===== src/rtl/seqctl_pkg.sv =====
package seqctl_pkg;
    localparam int BIT_RUN  = 0;
    localparam int BIT_RST  = 1;
    localparam int BIT_SCAL = 2;
    localparam int BIT_FCAL = 3;
    localparam int BIT_STBY = 4;
    localparam int CMD_BITS = 5;

    typedef enum logic {
        CAL_SHORT = 1'b0,
        CAL_FULL  = 1'b1
    } cal_kind_e;
endpackage


===== src/rtl/seqctl_reset_hold.sv =====
module seqctl_reset_hold #(
    parameter int HOLD = 2
) (
    input  logic clk,
    input  logic rst_n,
    input  logic set_i,
    input  logic hold_i,
    output logic active_o
);
    localparam int CW = (HOLD > 1) ? $clog2(HOLD) : 1;
    localparam logic [CW-1:0] LAST = CW'(HOLD - 1);

    typedef struct packed {
        logic          active;
        logic [CW-1:0] cnt;
    } hold_st_t;

    hold_st_t st_q, st_d;

    always_comb begin
        st_d = st_q;
        if (set_i) begin
            st_d.active = 1'b1;
            st_d.cnt    = '0;
        end else if (st_q.active && !hold_i) begin
            if (st_q.cnt == LAST) begin
                st_d.active = 1'b0;
                st_d.cnt    = '0;
            end else begin
                st_d.cnt = st_q.cnt + 1'b1;
            end
        end
    end

    always_ff @(posedge clk or negedge rst_n) begin
        if (!rst_n) begin
            st_q <= '{active: 1'b1, cnt: '0};
        end else begin
            st_q <= st_d;
        end
    end

    assign active_o = st_q.active;

    // standby freezes the reset window
    a_r5_hold_freezes: assert property (@(posedge clk) disable iff (!rst_n)
        st_q.active && hold_i && !set_i |=> active_o);
    // a reset command always opens the window
    a_r4_set_opens: assert property (@(posedge clk) disable iff (!rst_n)
        set_i |=> active_o);
endmodule


===== src/rtl/seqctl_cal_timer.sv =====
module seqctl_cal_timer
    import seqctl_pkg::*;
#(
    parameter int SHORT_LEN = 76,
    parameter int FULL_LEN  = 4944
) (
    input  logic      clk,
    input  logic      rst_n,
    input  logic      start_i,
    input  cal_kind_e kind_i,
    input  logic      abort_i,
    output logic      busy_o,
    output cal_kind_e kind_o,
    output logic      fin_o,
    output logic      short_done_o,
    output logic      full_done_o
);
    localparam int MAXL = (FULL_LEN > SHORT_LEN) ? FULL_LEN : SHORT_LEN;
    localparam int CW   = $clog2(MAXL + 1);
    localparam logic [CW-1:0] SHORT_LAST = CW'(SHORT_LEN - 1);
    localparam logic [CW-1:0] FULL_LAST  = CW'(FULL_LEN - 1);

    typedef struct packed {
        logic          busy;
        cal_kind_e     kind;
        logic [CW-1:0] cnt;
        logic          sdone;
        logic          fdone;
    } cal_st_t;

    cal_st_t st_q, st_d;
    logic [CW-1:0] last_cnt;

    assign last_cnt = (st_q.kind == CAL_FULL) ? FULL_LAST : SHORT_LAST;
    assign fin_o    = st_q.busy && (st_q.cnt == last_cnt);

    always_comb begin
        st_d       = st_q;
        st_d.sdone = 1'b0;
        st_d.fdone = 1'b0;
        if (abort_i) begin
            st_d.busy = 1'b0;
            st_d.cnt  = '0;
        end else if (fin_o) begin
            st_d.busy  = 1'b0;
            st_d.cnt   = '0;
            st_d.sdone = (st_q.kind == CAL_SHORT);
            st_d.fdone = (st_q.kind == CAL_FULL);
        end else if (st_q.busy) begin
            st_d.cnt = st_q.cnt + 1'b1;
        end else if (start_i) begin
            st_d.busy = 1'b1;
            st_d.kind = kind_i;
            st_d.cnt  = '0;
        end
    end

    always_ff @(posedge clk or negedge rst_n) begin
        if (!rst_n) begin
            st_q <= '{busy: 1'b0, kind: CAL_SHORT, cnt: '0, sdone: 1'b0, fdone: 1'b0};
        end else begin
            st_q <= st_d;
        end
    end

    assign busy_o       = st_q.busy;
    assign kind_o       = st_q.kind;
    assign short_done_o = st_q.sdone;
    assign full_done_o  = st_q.fdone;

    // never both completion flags at once
    a_r9_single_done: assert property (@(posedge clk) disable iff (!rst_n)
        $onehot0({short_done_o, full_done_o}));
    // a finishing calibration raises exactly its flag next cycle
    a_r7_done_on_finish: assert property (@(posedge clk) disable iff (!rst_n)
        fin_o && !abort_i |=> !busy_o && (short_done_o || full_done_o));
    // a running calibration keeps its kind until it ends
    a_r12_kind_stable: assert property (@(posedge clk) disable iff (!rst_n)
        busy_o && !fin_o && !abort_i |=> busy_o && $stable(kind_o));
    // the command logic never starts the timer while it is busy
    a_r12_no_start_busy: assert property (@(posedge clk) disable iff (!rst_n)
        start_i |-> !busy_o);
endmodule


===== src/rtl/seqctl_cmd_reg.sv =====
module seqctl_cmd_reg
    import seqctl_pkg::*;
#(
    parameter int REG_W            = 16,
    parameter int RESET_HOLD       = 2,
    parameter int SHORT_CAL_CYCLES = 76,
    parameter int FULL_CAL_CYCLES  = 4944
) (
    input  logic             clk,
    input  logic             rst_n,
    input  logic             wr_en,
    input  logic [REG_W-1:0] wr_data,
    input  logic             instr_done,
    output logic [REG_W-1:0] rd_data,
    output logic             seq_run,
    output logic             ptr_clear,
    output logic             fifo_clear,
    output logic             irq_clear,
    output logic             standby,
    output logic             short_cal_done,
    output logic             full_cal_done
);
    localparam int SPARE_W = REG_W - CMD_BITS;

    typedef struct packed {
        logic               run;
        logic               stop_pend;
        logic               resume;
        logic               pend;
        cal_kind_e          pend_kind;
        logic               stby;
        logic [SPARE_W-1:0] spare;
    } ctl_st_t;

    ctl_st_t st_q, st_d;

    logic      rst_active;
    logic      cal_busy;
    logic      cal_fin;
    cal_kind_e cal_kind;
    logic      wr_reset;
    logic      cmd_ok;
    logic      req_any;
    cal_kind_e req_kind;
    logic      req_take;
    logic      boundary;
    logic      start_now;
    logic      start_late;
    logic      cal_start;
    cal_kind_e start_kind;

    assign wr_reset   = wr_en && wr_data[BIT_RST];
    assign cmd_ok     = wr_en && !wr_data[BIT_RST] && !rst_active;
    assign req_any    = cmd_ok && (wr_data[BIT_SCAL] || wr_data[BIT_FCAL]);
    assign req_kind   = wr_data[BIT_FCAL] ? CAL_FULL : CAL_SHORT;
    assign req_take   = req_any && !cal_busy && !st_q.pend;
    assign boundary   = st_q.run && instr_done;
    assign start_now  = req_take && !st_q.run;
    assign start_late = st_q.pend && (boundary || !st_q.run) && !wr_reset;
    assign cal_start  = start_now || start_late;
    assign start_kind = start_late ? st_q.pend_kind : req_kind;

    always_comb begin
        st_d = st_q;
        if (wr_en) begin
            st_d.stby  = wr_data[BIT_STBY];
            st_d.spare = wr_data[REG_W-1:CMD_BITS];
        end
        if (wr_reset) begin
            st_d.run       = 1'b0;
            st_d.stop_pend = 1'b0;
            st_d.resume    = 1'b0;
            st_d.pend      = 1'b0;
        end else begin
            if (cmd_ok) begin
                if (wr_data[BIT_RUN]) begin
                    st_d.stop_pend = 1'b0;
                    if (cal_busy) begin
                        st_d.resume = 1'b1;
                    end else begin
                        st_d.run = 1'b1;
                    end
                end else begin
                    if (st_q.run) begin
                        st_d.stop_pend = 1'b1;
                    end
                    st_d.resume = 1'b0;
                end
            end
            if (req_take && st_q.run) begin
                st_d.pend      = 1'b1;
                st_d.pend_kind = req_kind;
            end
            if (boundary && st_d.stop_pend) begin
                st_d.run       = 1'b0;
                st_d.stop_pend = 1'b0;
            end
            if (cal_start) begin
                st_d.resume    = st_d.resume || st_d.run;
                st_d.run       = 1'b0;
                st_d.stop_pend = 1'b0;
                st_d.pend      = 1'b0;
            end
            if (cal_fin) begin
                st_d.run    = st_d.resume;
                st_d.resume = 1'b0;
            end
        end
    end

    always_ff @(posedge clk or negedge rst_n) begin
        if (!rst_n) begin
            st_q <= '{run: 1'b0, stop_pend: 1'b0, resume: 1'b0, pend: 1'b0,
                      pend_kind: CAL_SHORT, stby: 1'b0, spare: '0};
        end else begin
            st_q <= st_d;
        end
    end

    seqctl_reset_hold #(
        .HOLD(RESET_HOLD)
    ) u_reset_hold (
        .clk     (clk),
        .rst_n   (rst_n),
        .set_i   (wr_reset),
        .hold_i  (st_q.stby),
        .active_o(rst_active)
    );

    seqctl_cal_timer #(
        .SHORT_LEN(SHORT_CAL_CYCLES),
        .FULL_LEN (FULL_CAL_CYCLES)
    ) u_cal_timer (
        .clk         (clk),
        .rst_n       (rst_n),
        .start_i     (cal_start),
        .kind_i      (start_kind),
        .abort_i     (wr_reset),
        .busy_o      (cal_busy),
        .kind_o      (cal_kind),
        .fin_o       (cal_fin),
        .short_done_o(short_cal_done),
        .full_done_o (full_cal_done)
    );

    logic scal_rd, fcal_rd;
    assign scal_rd = (cal_busy && cal_kind == CAL_SHORT) || (st_q.pend && st_q.pend_kind == CAL_SHORT);
    assign fcal_rd = (cal_busy && cal_kind == CAL_FULL)  || (st_q.pend && st_q.pend_kind == CAL_FULL);

    assign rd_data    = {st_q.spare, st_q.stby, fcal_rd, scal_rd, rst_active, st_q.run};
    assign seq_run    = st_q.run;
    assign standby    = st_q.stby;
    assign ptr_clear  = rst_active;
    assign fifo_clear = rst_active;
    assign irq_clear  = rst_active;

    // the sequencer never runs during a reset window
    a_r4_no_run_in_reset: assert property (@(posedge clk) disable iff (!rst_n)
        rst_active |-> !seq_run);
    // the sequencer is paused during any calibration
    a_r10_paused_in_cal: assert property (@(posedge clk) disable iff (!rst_n)
        cal_busy |-> !seq_run);
    // without an instruction boundary or reset, a running sequencer keeps running
    a_r3_run_until_boundary: assert property (@(posedge clk) disable iff (!rst_n)
        seq_run && !instr_done && !wr_reset |=> seq_run);
    // at most one calibration is pending or active
    a_r12_one_cal: assert property (@(posedge clk) disable iff (!rst_n)
        !(cal_busy && st_q.pend));
endmodule


===== config.mk =====
export PLATFORM = sky130hd
export DESIGN_NAME = seqctl_cmd_reg
export DESIGN_NICKNAME = d
export VERILOG_FILES = /design/src/rtl/seqctl_pkg.sv /design/src/rtl/seqctl_reset_hold.sv /design/src/rtl/seqctl_cal_timer.sv /design/src/rtl/seqctl_cmd_reg.sv
export SDC_FILE = /design/constraint.sdc
export NUM_CORES = 1
export LEC_CHECK = 0
export ABC_CLOCK_PERIOD_IN_PS = 2400
export BUFFER_PORTS_ARGS = -buffer_cell sky130_fd_sc_hd__buf_2
export CAP_MARGIN = 20
export CORE_MARGIN = 2
export CORE_UTILIZATION = 54
export CTS_CLUSTER_DIAMETER = 50
export CTS_CLUSTER_SIZE = 40
export DETAILED_ROUTE_END_ITERATION = 10
export GPL_TIMING_DRIVEN = 0
export PLACE_DENSITY = 0.81
export SLEW_MARGIN = 20
export SYNTH_ARGS = -nofsm -noshare
export SYNTH_HDL_FRONTEND = slang
export SYNTH_HIERARCHICAL = 1
export SYNTH_SLANG_ARGS = --single-unit

===== constraint.sdc =====
create_clock -name clk -period 2.4 [get_ports clk]
set_input_delay 0.6 -clock clk [delete_from_list [all_inputs] [get_ports clk]]
set_output_delay 0.6 -clock clk [all_outputs]
set_load 0.02 [all_outputs]

==> results summary <==
The total I/O pin count came out at 43. The final number of hold-violating endpoints is 0. The global-route wire length before repair came out at 6.19 mm. Synthesis produced 189 cells. The number of warning messages in the yosys log is 6. The worst-skew pair later-pin latency came out at 0.34 ns.

The total of flip-flops plus latches after synthesis is 36. The required time reported for the critical path endpoint is 1.80 ns. VDD sags by at most 0.437 mV. Power spread over the standard cell area amounts to 810 nW/um^2. After filler insertion, the fill cell instance count of the layout stands at 288. The reported max-cap violation count came out at 0.

The category of the worst setup path capture point is an output port. The area overhead of the layout relative to synthesis came out at 17.6%. 0 antenna diodes ended up in the layout. The area of the mapped netlist is 1950 sq um. The register with the most flip-flops in the final layout is u_cal_timer/st_q. The total grt overflow is 0. The run finished with clean final reports. Sequential elements use 46.2% of the synthesized area. The post-synthesis async set-or-reset flop share is 100%.

The arrival time at the worst endpoint came out at 1.53 ns. In the final routed layout, each cell accounts on average for 12.9 um. The number of global-route vias before repair was 1416. The minimum setup slack after placement is -0.0490 ns.

The die width is 64.1 um. The cell leakage power came out at 1.08 nW. The worst-case clock buffer depth is 2. STA classifies the critical path startpoint as a flip-flop. The highest achievable clock rate came out at 469 MHz. The synthesized net count is 210. The count of cells in the finished layout, fillers not included, comes to 285. The number of vias after detailed routing came out at 1574. The worst hold-check path type is input pin to async pin.

The post-cts hold buffer count is 0. The cell row count came out at 21. The number of CTS-inserted buffers is 5. The share of the cycle needed by the critical path after routing is 88.9%. The post-cts gate resize count is 0. The dominant cell by count in the synthesized netlist is sky130_fd_sc_hd__dfrtp_1. The number of nets with antenna violations after detailed routing came out at 0. The remaining design rule violation count came out at 0. The number of enable flip-flop cells after synthesis came out at 0.

Setup repair after global routing left no endpoint under its margin. Across the routed clock network, the largest skew measured is 0.00720 ns. The measured slew at the worst slew-check pin is 0.767 ns. The initial antenna violation count is 0.

The detailed-router iteration count before antenna repair is 4. The placer's final routability congestion estimate came out at 0.816. The post-placement cell count is 277. The register cell area after layout is 902 sq um. The fraction of synthesized cell area taken by the top area cell type came out at 44.9%. The final total negative setup slack came out at 0 ns.

In this run the register-to-register setup slack is 0.28 ns. The combined area of the multi-input logic cells came out at 872 sq um. Counting I/O delays and the setup requirement, the final critical path takes 2.13 ns.

The wire-length estimate of the detail-placed layout is 2.69 mm. The total clock sinks is 36. Using the TritonRoute via totals, the vias-per-cell ratio works out to 5.52.

The fraction of layout instances using a drive strength above 1 came out at 41.0%. The endpoint of the worst-slack reg-to-reg timing path is u_cal_timer/st_q[6]. The pin count of the biggest net entering global routing is 37. Total power for the finished layout comes to 1.86 mW. The chip height came out at 64.1 um. The setup path with the least slack is of type flip-flop to output port.

The worst setup margin is 0.266 ns. Among all flip-flop cells after synthesis, the most frequent one is sky130_fd_sc_hd__dfrtp_1. A synthesized cell averages 10.3 sq um. The number of flip-flops in the largest register is 13. The DRC violation total after the first TritonRoute iteration came out at 67. The final-report setup violation count is 0. The origin of the critical flop-to-flop path is u_reset_hold/active_o. Across every metal layer, demand over resource in global routing totals 19.4%.

Sorting the synthesized cells by how often they occur yields sky130_fd_sc_hd__dfrtp_1, sky130_fd_sc_hd__buf_4, sky130_fd_sc_hd__mux2_2, sky130_fd_sc_hd__nand2_1, sky130_fd_sc_hd__nand3_1. The initial utilization of the core area, before any placement, comes to 57.1%. Cells fill 67.2% of the core in the end. The total routed wirelength came out at 3.68 mm. Once placement finished, the instance area stood at 2220 sq um. By area the synthesized netlist is led by sky130_fd_sc_hd__dfrtp_1, sky130_fd_sc_hd__mux2_2, sky130_fd_sc_hd__buf_4, sky130_fd_sc_hd__nand3_1, sky130_fd_sc_hd__nand2_1. The number of different library cells in the post-synthesis netlist came out at 45. The total count of max-transition violations in the final report was 0. The final-layout worst hold slack came out at 0.324 ns. The floorplan die area came out at 4110 sq um. Port buffering added 42 buffers. TritonCTS built the clock tree.

The post-CTS setup repair buffer count came out at 0. The region available for standard cell placement spans 3420 sq um. Summed over all instances, the cell type with the most area after synthesis is sky130_fd_sc_hd__dfrtp_1. The clock tree synthesis step divided the H-tree into 2 levels. The number of cells on the worst reg-to-reg path is 7. The relative max-transition margin is 48.9%. The net count reported at finish is 259. After routing the design area is 2290 sq um. In this run the clock root is driven by a sky130_fd_sc_hd__clkbuf_4. The maximum fanout count along the critical path is 13. The clock transition at the registers of the reported paths is 0.10 ns.
## cell families (layout without fill, tap and decap cells)
family / after synthesis / in the layout / share of synthesized area [%]
AO/OA/AOI/OAI: 34 / 34 / 12.2
adder cells (fa/ha/maj): 1 / 1 / 0.641
buffers and inverters: 27 / 77 / 9.04
flip-flops: 36 / 36 / 46.2
multiplexers: 16 / 16 / 9.43
AND/OR/NAND/NOR: 75 / 75 / 22.4
## cell type report
| class | count | share of cell area [%] |
|---|---|---|
| timing repair buffer | 42 | 9.16 |
| multi-input combinational | 126 | 38.0 |
| sequential | 36 | 39.3 |
| inverter | 5 | 0.818 |
| clock inverter | 2 | 1.53 |
| clock buffer | 6 | 1.80 |
| buffer | 22 | 6.87 |
| tap | 46 | 2.51 |
## worst max-delay path by stage
| stage | start | to | slack (ns) |
|---|---|---|---|
| after floorplan | wr_en | u_cal_timer/st_q[8] | 0.34 |
| after global placement | wr_en | u_cal_timer/st_q[8] | -0.007 |
| after detailed placement | wr_en | u_cal_timer/st_q[8] | -0.05 |
| after CTS | u_cal_timer/busy_o | rd_data[2] | 0.27 |
| after global routing | u_reset_hold/active_o | u_cal_timer/st_q[6] | 0.09 |
| final | u_cal_timer/busy_o | rd_data[2] | 0.27 |
## report_power, final
part	internal, mW	total (mW)	switching [mW]
logic	0.309	0.634	0.325
registers	0.698	0.813	0.115
clock network	0.218	0.412	0.194
## worst max-delay path, cell delays in order (launching register included)
cell and delay, ns:
sky130_fd_sc_hd__dfrtp_1 0.63, sky130_fd_sc_hd__inv_1 0.13, sky130_fd_sc_hd__o22ai_1 0.15, sky130_fd_sc_hd__buf_4 0.13, sky130_fd_sc_hd__buf_2 0.15
## layout by cell type (no fill, tap or decap), drive strengths merged, types with 6 or more instances in the layout
cell and n:
nand2 15, nor3 9, nand3 15, o21ai 8, mux2 16, clkbuf 8, a21oi 6, buf 62
dfrtp 35, nor2 8
## routing by layer
layer | global-route usage (%) | share of wire, %
met5 | 0 | 0
met4 | 6.38 | 1.5
met3 | 5.81 | 4.9
met2 | 32.2 | 51
met1 | 24.4 | 43
Power figures use the tool's default switching activity.
